[config.mk]
export PLATFORM = sky130hd
export DESIGN_NAME = ser_cfg_port
export DESIGN_NICKNAME = d
export VERILOG_FILES = /design/src/rtl/ser_cfg_pkg.sv /design/src/rtl/ser_cfg_sync.sv /design/src/rtl/ser_cfg_fsm.sv /design/src/rtl/ser_cfg_regs.sv /design/src/rtl/ser_cfg_port.sv
export SDC_FILE = /design/constraint.sdc
export NUM_CORES = 1
export LEC_CHECK = 0
export BUFFER_PORTS_ARGS = -buffer_cell sky130_fd_sc_hd__buf_2
export CAP_MARGIN = 15
export CORE_ASPECT_RATIO = 1.5
export CORE_MARGIN = 1.5
export CORE_UTILIZATION = 30
export DETAILED_ROUTE_END_ITERATION = 6
export PLACE_DENSITY = 0.48
export SYNTH_ARGS = -nofsm -noshare
export SYNTH_HDL_FRONTEND = slang
export SYNTH_HIERARCHICAL = 1
export SYNTH_SLANG_ARGS = --single-unit
[constraint.sdc]
create_clock -name clk -period 4.1 [get_ports clk]
set_clock_uncertainty 0.05 [all_clocks]
set_input_delay 0.82 -clock clk [delete_from_list [all_inputs] [get_ports clk]]
set_output_delay 0.82 -clock clk [all_outputs]
set_load 0.05 [all_outputs]
[src/rtl/ser_cfg_pkg.sv]
package ser_cfg_pkg;

    typedef enum logic [1:0] {
        ST_IDLE = 2'd0,
        ST_CMD  = 2'd1,
        ST_WR   = 2'd2,
        ST_RD   = 2'd3
    } ser_state_e;

    // Reset values of the read/write bank
    function automatic logic [7:0] cfg_default(input int idx);
        case (idx)
            0:       return 8'hED;
            1:       return 8'h62;
            3:       return 8'h01;
            default: return 8'h00;
        endcase
    endfunction

endpackage

[src/rtl/ser_cfg_sync.sv]
module ser_cfg_sync #(
    parameter int              WIDTH   = 3,
    parameter int              STAGES  = 2,
    parameter logic [WIDTH-1:0] RST_VAL = '0
) (
    input  logic             clk,
    input  logic             rst_n,
    input  logic [WIDTH-1:0] d_in,
    output logic [WIDTH-1:0] d_out
);

    logic [WIDTH-1:0] chain [STAGES];

    for (genvar s = 0; s < STAGES; s++) begin : g_stage
        if (s == 0) begin : g_first
            always_ff @(posedge clk or negedge rst_n) begin
                if (!rst_n) chain[s] <= RST_VAL;
                else        chain[s] <= d_in;
            end
        end else begin : g_next
            always_ff @(posedge clk or negedge rst_n) begin
                if (!rst_n) chain[s] <= RST_VAL;
                else        chain[s] <= chain[s-1];
            end
        end
    end

    assign d_out = chain[STAGES-1];

endmodule

[src/rtl/ser_cfg_fsm.sv]
module ser_cfg_fsm
    import ser_cfg_pkg::*;
#(
    parameter int ADDR_W = 5,
    parameter int DATA_W = 8,
    parameter int NUM_RW = 12
) (
    input  logic              clk,
    input  logic              rst_n,
    input  logic              sel_n,
    input  logic              sclk,
    input  logic              din,
    input  logic [DATA_W-1:0] rd_data,
    output ser_state_e        state_o,
    output logic [ADDR_W-1:0] addr_o,
    output logic              byte_done,
    output logic              wr_en,
    output logic [DATA_W-1:0] wr_data,
    output logic              dout,
    output logic              dout_en
);

    localparam int              CNT_W    = $clog2(DATA_W);
    localparam logic [CNT_W-1:0] CNT_LAST = CNT_W'(DATA_W - 1);
    localparam logic [ADDR_W-1:0] RW_TOP  = ADDR_W'(NUM_RW);

    ser_state_e        state, state_n;
    logic [CNT_W-1:0]  bit_cnt;
    logic [DATA_W-2:0] shreg;
    logic [ADDR_W-1:0] addr;
    logic              sclk_d;
    logic              dout_q;
    logic              rise, fall;
    logic [DATA_W-1:0] byte_full;

    assign rise      = sclk & ~sclk_d;
    assign fall      = ~sclk & sclk_d;
    assign byte_full = {din, shreg};
    assign byte_done = rise && (bit_cnt == CNT_LAST) && !sel_n;

    // next-state logic
    always_comb begin
        state_n = state;
        unique case (state)
            ST_IDLE: if (!sel_n) state_n = ST_CMD;
            ST_CMD: begin
                if (sel_n)          state_n = ST_IDLE;
                else if (byte_done) state_n = byte_full[DATA_W-1] ? ST_WR : ST_RD;
            end
            ST_WR:   if (sel_n) state_n = ST_IDLE;
            ST_RD:   if (sel_n) state_n = ST_IDLE;
            default: state_n = ST_IDLE;
        endcase
    end

    // state register
    always_ff @(posedge clk or negedge rst_n) begin
        if (!rst_n) state <= ST_IDLE;
        else        state <= state_n;
    end

    // shift path, bit counter, address pointer and output bit
    always_ff @(posedge clk or negedge rst_n) begin
        if (!rst_n) begin
            sclk_d  <= 1'b1;
            bit_cnt <= '0;
            shreg   <= '0;
            addr    <= '0;
            dout_q  <= 1'b0;
        end else begin
            sclk_d <= sclk;
            if (state == ST_IDLE || sel_n) begin
                bit_cnt <= '0;
                shreg   <= '0;
                dout_q  <= 1'b0;
            end else begin
                if (rise) begin
                    shreg   <= {din, shreg[DATA_W-2:1]};
                    bit_cnt <= (bit_cnt == CNT_LAST) ? '0 : bit_cnt + 1'b1;
                end
                if (byte_done) begin
                    if (state == ST_CMD) addr <= byte_full[ADDR_W-1:0];
                    else                 addr <= addr + 1'b1;
                end
                if (fall && state == ST_RD) dout_q <= rd_data[bit_cnt];
            end
        end
    end

    // outputs
    always_comb begin
        wr_en   = (state == ST_WR) && byte_done && (addr < RW_TOP);
        wr_data = byte_full;
        dout_en = (state != ST_IDLE);
        dout    = (state == ST_RD) ? dout_q : 1'b0;
        state_o = state;
        addr_o  = addr;
    end

endmodule

[src/rtl/ser_cfg_regs.sv]
module ser_cfg_regs
    import ser_cfg_pkg::*;
#(
    parameter int          ADDR_W = 5,
    parameter int          DATA_W = 8,
    parameter int          NUM_RW = 12,
    parameter logic [7:0]  ID_LO  = 8'h14,
    parameter logic [7:0]  ID_HI  = 8'h19
) (
    input  logic                     clk,
    input  logic                     rst_n,
    input  logic                     wr_en,
    input  logic [ADDR_W-1:0]        addr,
    input  logic [DATA_W-1:0]        wr_data,
    output logic [DATA_W-1:0]        rd_data,
    output logic [NUM_RW*DATA_W-1:0] cfg_q
);

    localparam logic [ADDR_W-1:0] ID_LO_ADDR = ADDR_W'(NUM_RW);
    localparam logic [ADDR_W-1:0] ID_HI_ADDR = ADDR_W'(NUM_RW + 1);

    logic [DATA_W-1:0] bank [NUM_RW];

    for (genvar i = 0; i < NUM_RW; i++) begin : g_reg
        always_ff @(posedge clk or negedge rst_n) begin
            if (!rst_n)
                bank[i] <= DATA_W'(cfg_default(i));
            else if (wr_en && addr == ADDR_W'(i))
                bank[i] <= wr_data;
        end
        assign cfg_q[i*DATA_W +: DATA_W] = bank[i];
    end

    always_comb begin
        rd_data = '0;
        if (addr == ID_LO_ADDR) rd_data = DATA_W'(ID_LO);
        if (addr == ID_HI_ADDR) rd_data = DATA_W'(ID_HI);
        for (int i = 0; i < NUM_RW; i++)
            if (addr == ADDR_W'(i)) rd_data = bank[i];
    end

endmodule

[src/rtl/ser_cfg_port.sv]
module ser_cfg_port
    import ser_cfg_pkg::*;
#(
    parameter int ADDR_W      = 5,
    parameter int DATA_W      = 8,
    parameter int NUM_RW      = 12,
    parameter int SYNC_STAGES = 2
) (
    input  logic                     clk,
    input  logic                     rst_n,
    input  logic                     ser_clk,
    input  logic                     ser_sel_n,
    input  logic                     ser_din,
    output logic                     ser_dout,
    output logic                     ser_dout_en,
    output logic [NUM_RW*DATA_W-1:0] cfg_q
);

    logic              sclk_s, sel_s, din_s;
    logic [DATA_W-1:0] rd_data, wr_data;
    logic [ADDR_W-1:0] addr;
    logic              wr_en, byte_done;
    ser_state_e        state;

    ser_cfg_sync #(
        .WIDTH   (3),
        .STAGES  (SYNC_STAGES),
        .RST_VAL (3'b110)
    ) u_sync (
        .clk   (clk),
        .rst_n (rst_n),
        .d_in  ({ser_clk, ser_sel_n, ser_din}),
        .d_out ({sclk_s, sel_s, din_s})
    );

    ser_cfg_fsm #(
        .ADDR_W (ADDR_W),
        .DATA_W (DATA_W),
        .NUM_RW (NUM_RW)
    ) u_fsm (
        .clk       (clk),
        .rst_n     (rst_n),
        .sel_n     (sel_s),
        .sclk      (sclk_s),
        .din       (din_s),
        .rd_data   (rd_data),
        .state_o   (state),
        .addr_o    (addr),
        .byte_done (byte_done),
        .wr_en     (wr_en),
        .wr_data   (wr_data),
        .dout      (ser_dout),
        .dout_en   (ser_dout_en)
    );

    ser_cfg_regs #(
        .ADDR_W (ADDR_W),
        .DATA_W (DATA_W),
        .NUM_RW (NUM_RW)
    ) u_regs (
        .clk     (clk),
        .rst_n   (rst_n),
        .wr_en   (wr_en),
        .addr    (addr),
        .wr_data (wr_data),
        .rd_data (rd_data),
        .cfg_q   (cfg_q)
    );

endmodule

# Yosys cells after proc, flatten, opt, wreduce, memory -nomap -nowiden
# Index checks and enable logic that the tools add are counted.
classes:
  reduce_logical: 27
  bitwise_logic: 5
  eq_ne: 20
  n_mul: 0
  magnitude_cmp: 2
  shift: 0
  addsub: 2
  mux: 31
  div: 0
ops:
  columns: ["op", "count"]
  rows:
  - ["8-bit two-way mux", 12]
  - ["5-bit by 4-bit == test with 1-bit output (second input constant)", 6]
  - ["5-bit by 3-bit == test with 1-bit output (second input constant)", 4]
  - ["1-bit logical AND", 17]
  - ["5-bit two-way mux", 3]
  - ["7-bit two-way mux", 2]
  - ["5-bit by 2-bit == test with 1-bit output (second input constant)", 2]
  - ["3-bit two-way mux", 3]
  - ["2-bit two-way mux", 4]
  - ["2-bit one-hot mux with 3 select lines", 1]
  - ["2-bit nonzero test", 3]
  - ["5-bit by 1-bit adder with 5-bit output (second input constant)", 1]
  - ["5-bit by 1-bit == test with 1-bit output (second input constant)", 1]
  - ["5-bit logical NOT", 1]
  - ["5-bit by 4-bit less-than comparator with 1-bit output (second input constant)", 1]
  - ["1-bit two-way mux", 5]
  - ["2-bit == test (second input constant)", 2]
  - ["3-bit by 4-bit less-than comparator with 1-bit output (second input constant)", 1]
  - ["3-bit by 1-bit adder with 3-bit output (second input constant)", 1]
  - ["1-bit binary-select mux with 3-bit select", 1]
  - ["3-bit == test (second input constant)", 1]
  - ["3-bit by 2-bit inequality test with 1-bit output (second input constant)", 1]
  - ["1-bit NOT", 3]
  - ["3-bit AND reduction", 1]
  - ["9 further kinds", 10]
word_totals:
  inputBits: 5
  latchBits: 0
  wordCells: 107
  mem_bits_rw: 0
  memories: 0
  romBits: 0
  register_bits: 121

# Longest topological paths before layout
depth:
  word_depth: 19
  ltp_mapped: 12
  ltp_nobuf: 9

# By module
# The synthesis kept the hierarchy.
by_module_without_submodules:
  columns: ["mod", "cells_per_inst", "instances", "area_per_inst_um2"]
  rows:
  - ["ser_cfg_regs", 401, 1, 4885.9]
  - ["ser_cfg_fsm", 112, 1, 1027.2]
  - ["ser_cfg_sync", 9, 1, 177.7]

# Least setup slack after synthesis
# No wires, ideal clock.
synth_path:
  kind: "register to register"
  from: "reg u_fsm.addr[0] (netlist: u_fsm/addr_o[0])"
  to: "reg u_fsm.dout_q"
  t_arrival_ns: 2.548
  path_stages_with_launch: 9
  required_ns: 3.919
  path_buffers: 1
  period_less_slack_ns: 2.729
  setup_ns: 0.131
  path_slack_ns: 1.371
  cell_sequence: "dfrtp_1 -> buf_6 -> mux2_2 -> a22o_1 -> a2111oi_0 -> o22ai_1 -> mux4_2 -> a2111oi_2 -> nor3_1"
synth_via:
  elab_cells_between_ends: 32
  classes_between: "eq/ne: 13; mux: 18; reduce/logical: 1"
synth_rtl:
  columns: ["item", "line", "source"]
  rows:
  - ["from (decl)", "ser_cfg_fsm.sv:30", "logic [ADDR_W-1:0] addr;"]
  - ["from (signal assigned)", "ser_cfg_fsm.sv:82", "if (state == ST_CMD) addr <= byte_full[ADDR_W-1:0];"]
  - ["from (signal assigned)", "ser_cfg_fsm.sv:83", "else addr <= addr + 1'b1;"]
  - ["5-bit logical NOT", "ser_cfg_regs.sv:39", "if (addr == ADDR_W'(i)) rd_data = bank[i];"]
  - ["8-bit two-way mux (11 in series)", "ser_cfg_regs.sv:39", null]
  - ["8-bit two-way mux *", "ser_cfg_regs.sv:39", null]
  - ["net rd_data[7]", "ser_cfg_port.sv:20", "logic [DATA_W-1:0] rd_data, wr_data;"]
  - ["1-bit binary-select mux with 3-bit select *", "ser_cfg_fsm.sv:85", "if (fall && state == ST_RD) dout_q <= rd_data[bit_cnt];"]
  - ["1-bit two-way mux (not written as such) *", "ser_cfg_fsm.sv:85", null]
  - ["1-bit two-way mux *", "ser_cfg_fsm.sv:85", null]
  - ["1-bit two-way mux *", "ser_cfg_fsm.sv:72", "if (state == ST_IDLE || sel_n) begin"]
  - ["to (signal assigned)", "ser_cfg_fsm.sv:85", null]
  - ["to (decl)", "ser_cfg_fsm.sv:32", "logic dout_q;"]
# Mark *: on every way through the listed nets, which the timed path passes. The rest lies on a longest branch. The select of a mux whose other input is x is not followed.
# A chain may end at the register's enable or synchronous reset.

# Worst setup path after layout
layout_path:
  from: "reg u_fsm.addr[3] (netlist: u_fsm/addr_o[3])"
  to: "reg u_fsm.dout_q"
# The elaborated chain is that of the path after synthesis.

==> qor.csv <==
metric,value,unit
status,finished clean,
syn_avg_cell_area,11.7,um2
grt_usage,20.2,%
drt-pass1-iter-count,5,
crit_type,reg -> reg,
start_util,30.7,%
p_switching,595,uW
die_h,178,um
swShare,22.5,%
drt_iter0_markers,412,
slew_violations,0,
htreeDepth,4,
slowest_stage,dfrtp_1,
wire_per_inst,23.3,um
endpoint_kind,flop,
rsz0062_at_grt,no,
antenna_found_initial,0,
hold_depth,0,
wl_met3,975,um
final_util,37.1,%
r2r_cells,8,
gp_congestion,0.891,
synth_cell_types,73,
cts_buffers,17,
power,2.65,mW
hold_violations,0,
dpl.hpwl,15.2,mm
p_comb_share,1.5,%
drv_cap,0,
rows,63,
vias,4710,
synth-seq-area-share,50.0,%
post-cts-setup-buffers,0,
fp.dieArea,0.0212,mm2
wl_met1,8.42,mm
syn_inst,522,
slew_headroom,34.8,%
powerDensity,359,mW/mm2
portBuffers,102,
grt_pass1_wl,31.4,mm
path_max_fanout,22,
ant_nets,0,
path_clk_slew,0.06,ns
drt-total-wl,20.8,mm
worstPathArrival,3.70,ns
worst_slew_pin_slew,0.978,ns
crit_required,4.34,ns
fmax,289,MHz
cts_tree,built,
cts-root-buf,clkbuf_16,
antenna_cells,0,
slowest_delay,0.83,ns
period_share,84.4,%
tns,0,ns
worst_path_dominant_cell_family,compound AO/OA/AOI/OAI gates,
ios,103,
area_growth,21.1,%
crit_path_cell_trace,nor4b_2 -> and2_1 -> a222oi_1 -> a211oi_1 -> a221o_1 -> mux4_2 -> a2111oi_2 -> nor3_1,
die_w,119,um
wl_met2,10.7,mm
placed_area,0.00683,mm2
worstSetupPathDepth,8,
viasPerCell,5.27,
grt_pass1_vias,4862,
synth-warning-count,6,
crit_path_start_kind,flop,
post_cts_resized,0,
setup_viol,0,
ir_drop,249,uV
ctsLongestPathBuffers,2,
post-route-min-period,3.46,ns
final_area,0.00738,mm2
power.share.clock,52.7,%
syn-cell-area,0.00609,mm2
synth-main-ff-cell,dfrtp_1,
cts_hold_buf,0,
clock-sinks,121,
synth-async-reset-ratio,100,%
clk_latency,0.42,ns
hold_class,reg -> reg,
ys_ff_latch,121,
remaining_drc_errors,0,
grt-ovfl-total,0,
sequentialPowerShare,45.8,%
finalNetCount,628,
drive_above_1_share,45.5,%
crit_buf_inv,0,
leakage,3.65,nW
core_area,0.0199,mm2
grt_max_degree,76,
syn_nets,530,
top_layer,met4,
synth_edf_count,0,
p_int,2.05,mW
registers in the layout, summed over array words and instances (netlist names):
signal,flops
u_fsm/bit_cnt,3
u_fsm/dout_q,1
u_fsm/state_o,2
u_sync/chain,3
u_fsm/addr_o,5
u_fsm/sclk_d,1
u_sync/d_out,3
u_fsm/shreg,7
u_regs/cfg_q,96
cell usage in the layout, fill, tap and decap left out, types with 4 or more instances in the layout:
master and instances:
dfrtp_1 105, buf_2 101, mux2_2 89, nand2_1 44, a21oi_1 23, nor2_1 22
clkbuf_16 17, o21ai_0 17, dfstp_2 15, o22ai_1 13, buf_4 12, nand3_1 11
nor3_1 10, nand2b_1 8, inv_1 8, nand2_2 8, mux2_4 8, mux2i_1 6
clkinv_2 5, clkinvlp_4 4, or2_2 4, nor2b_1 4, nand4_1 4, o211ai_1 4
or3_1 4, a221oi_1 4
cell type report:
type                       instances  area [um2]
timing repair buffer             113         596
clock buffer                      20         447
sequential                       121        3050
tap                              260         325
inverter                           9        33.8
clock inverter                    12         103
multi-input combinational        358        2820
fill                            2022       12500
cell usage after synthesis, types with 8 or more instances:
library cell	n	area share, %
dfrtp_1	106	44
mux2_2	89	16
nand2_1	44	2.7
a21oi_1	23	1.9
nor2_1	22	1.4
o21ai_0	17	1.4
dfstp_2	15	6.5
clkbuf_1	13	0.80
o22ai_1	13	1.3
nand3_1	11	0.90
buf_2	10	0.82
nor3_1	10	0.82
inv_1	8	0.49
mux2_4	8	2.0
nand2_2	8	0.82
nand2b_1	8	0.82
path summary, 6_finish.rpt:
| kind | startpoint | to | slack, ns |
|---|---|---|---|
| min in group asynchronous | rst_n | u_sync/chain[3] | 0.49 |
| min | u_sync/chain[3] | u_sync/d_out[0] | 0.30 |
| max in group asynchronous | rst_n | u_regs/cfg_q[9] | 2.55 |
| max | u_fsm/addr_o[3] | u_fsm/dout_q | 0.64 |
| max reg2reg | u_fsm/addr_o[3] | u_fsm/dout_q | 0.64 |
| min reg2reg | u_sync/chain[3] | u_sync/d_out[0] | 0.30 |
kinds of logic after synthesis:
group / count (synthesis) / synth area share (%)
buffers and inverters: 43 / 3.72
adders and majority gates: 3 / 0.616
and+or+nand+nor: 148 / 13.9
AOI/OAI and AO/OA: 100 / 11.0
muxes: 107 / 20.7
DFF: 121 / 50.0
power groups by stage:
stage	Clock (mW)	Combinational (mW)	Sequential, mW
finish	1.40	0.0397	1.21
global route	1.48	0.0467	1.21
CTS	1.43	0.0418	1.21
detailed placement	0	0.0418	1.23
global placement	0	0.0412	1.23
floorplan	0	0.0179	1.23
through the flow:
step | hold slack [ns] | cells | worst slack, ns
detailed placement | 0.287 | 861 | 0.663
floorplan | 0.281 | 522 | 1.37
CTS | 0.300 | 893 | 0.667
global route | 0.306 | 893 | 0.555
global placement | 0.284 | 861 | 0.654
finish | 0.298 | 893 | 0.641
metal layers:
metal,up-vias,GRT usage (%)
li1,2124,-
met1,2409,24.6
met2,140,35.0
met3,37,3.53
met4,0,9.18
met5,-,0
No activity file was read; power rests on OpenSTA's default activity.
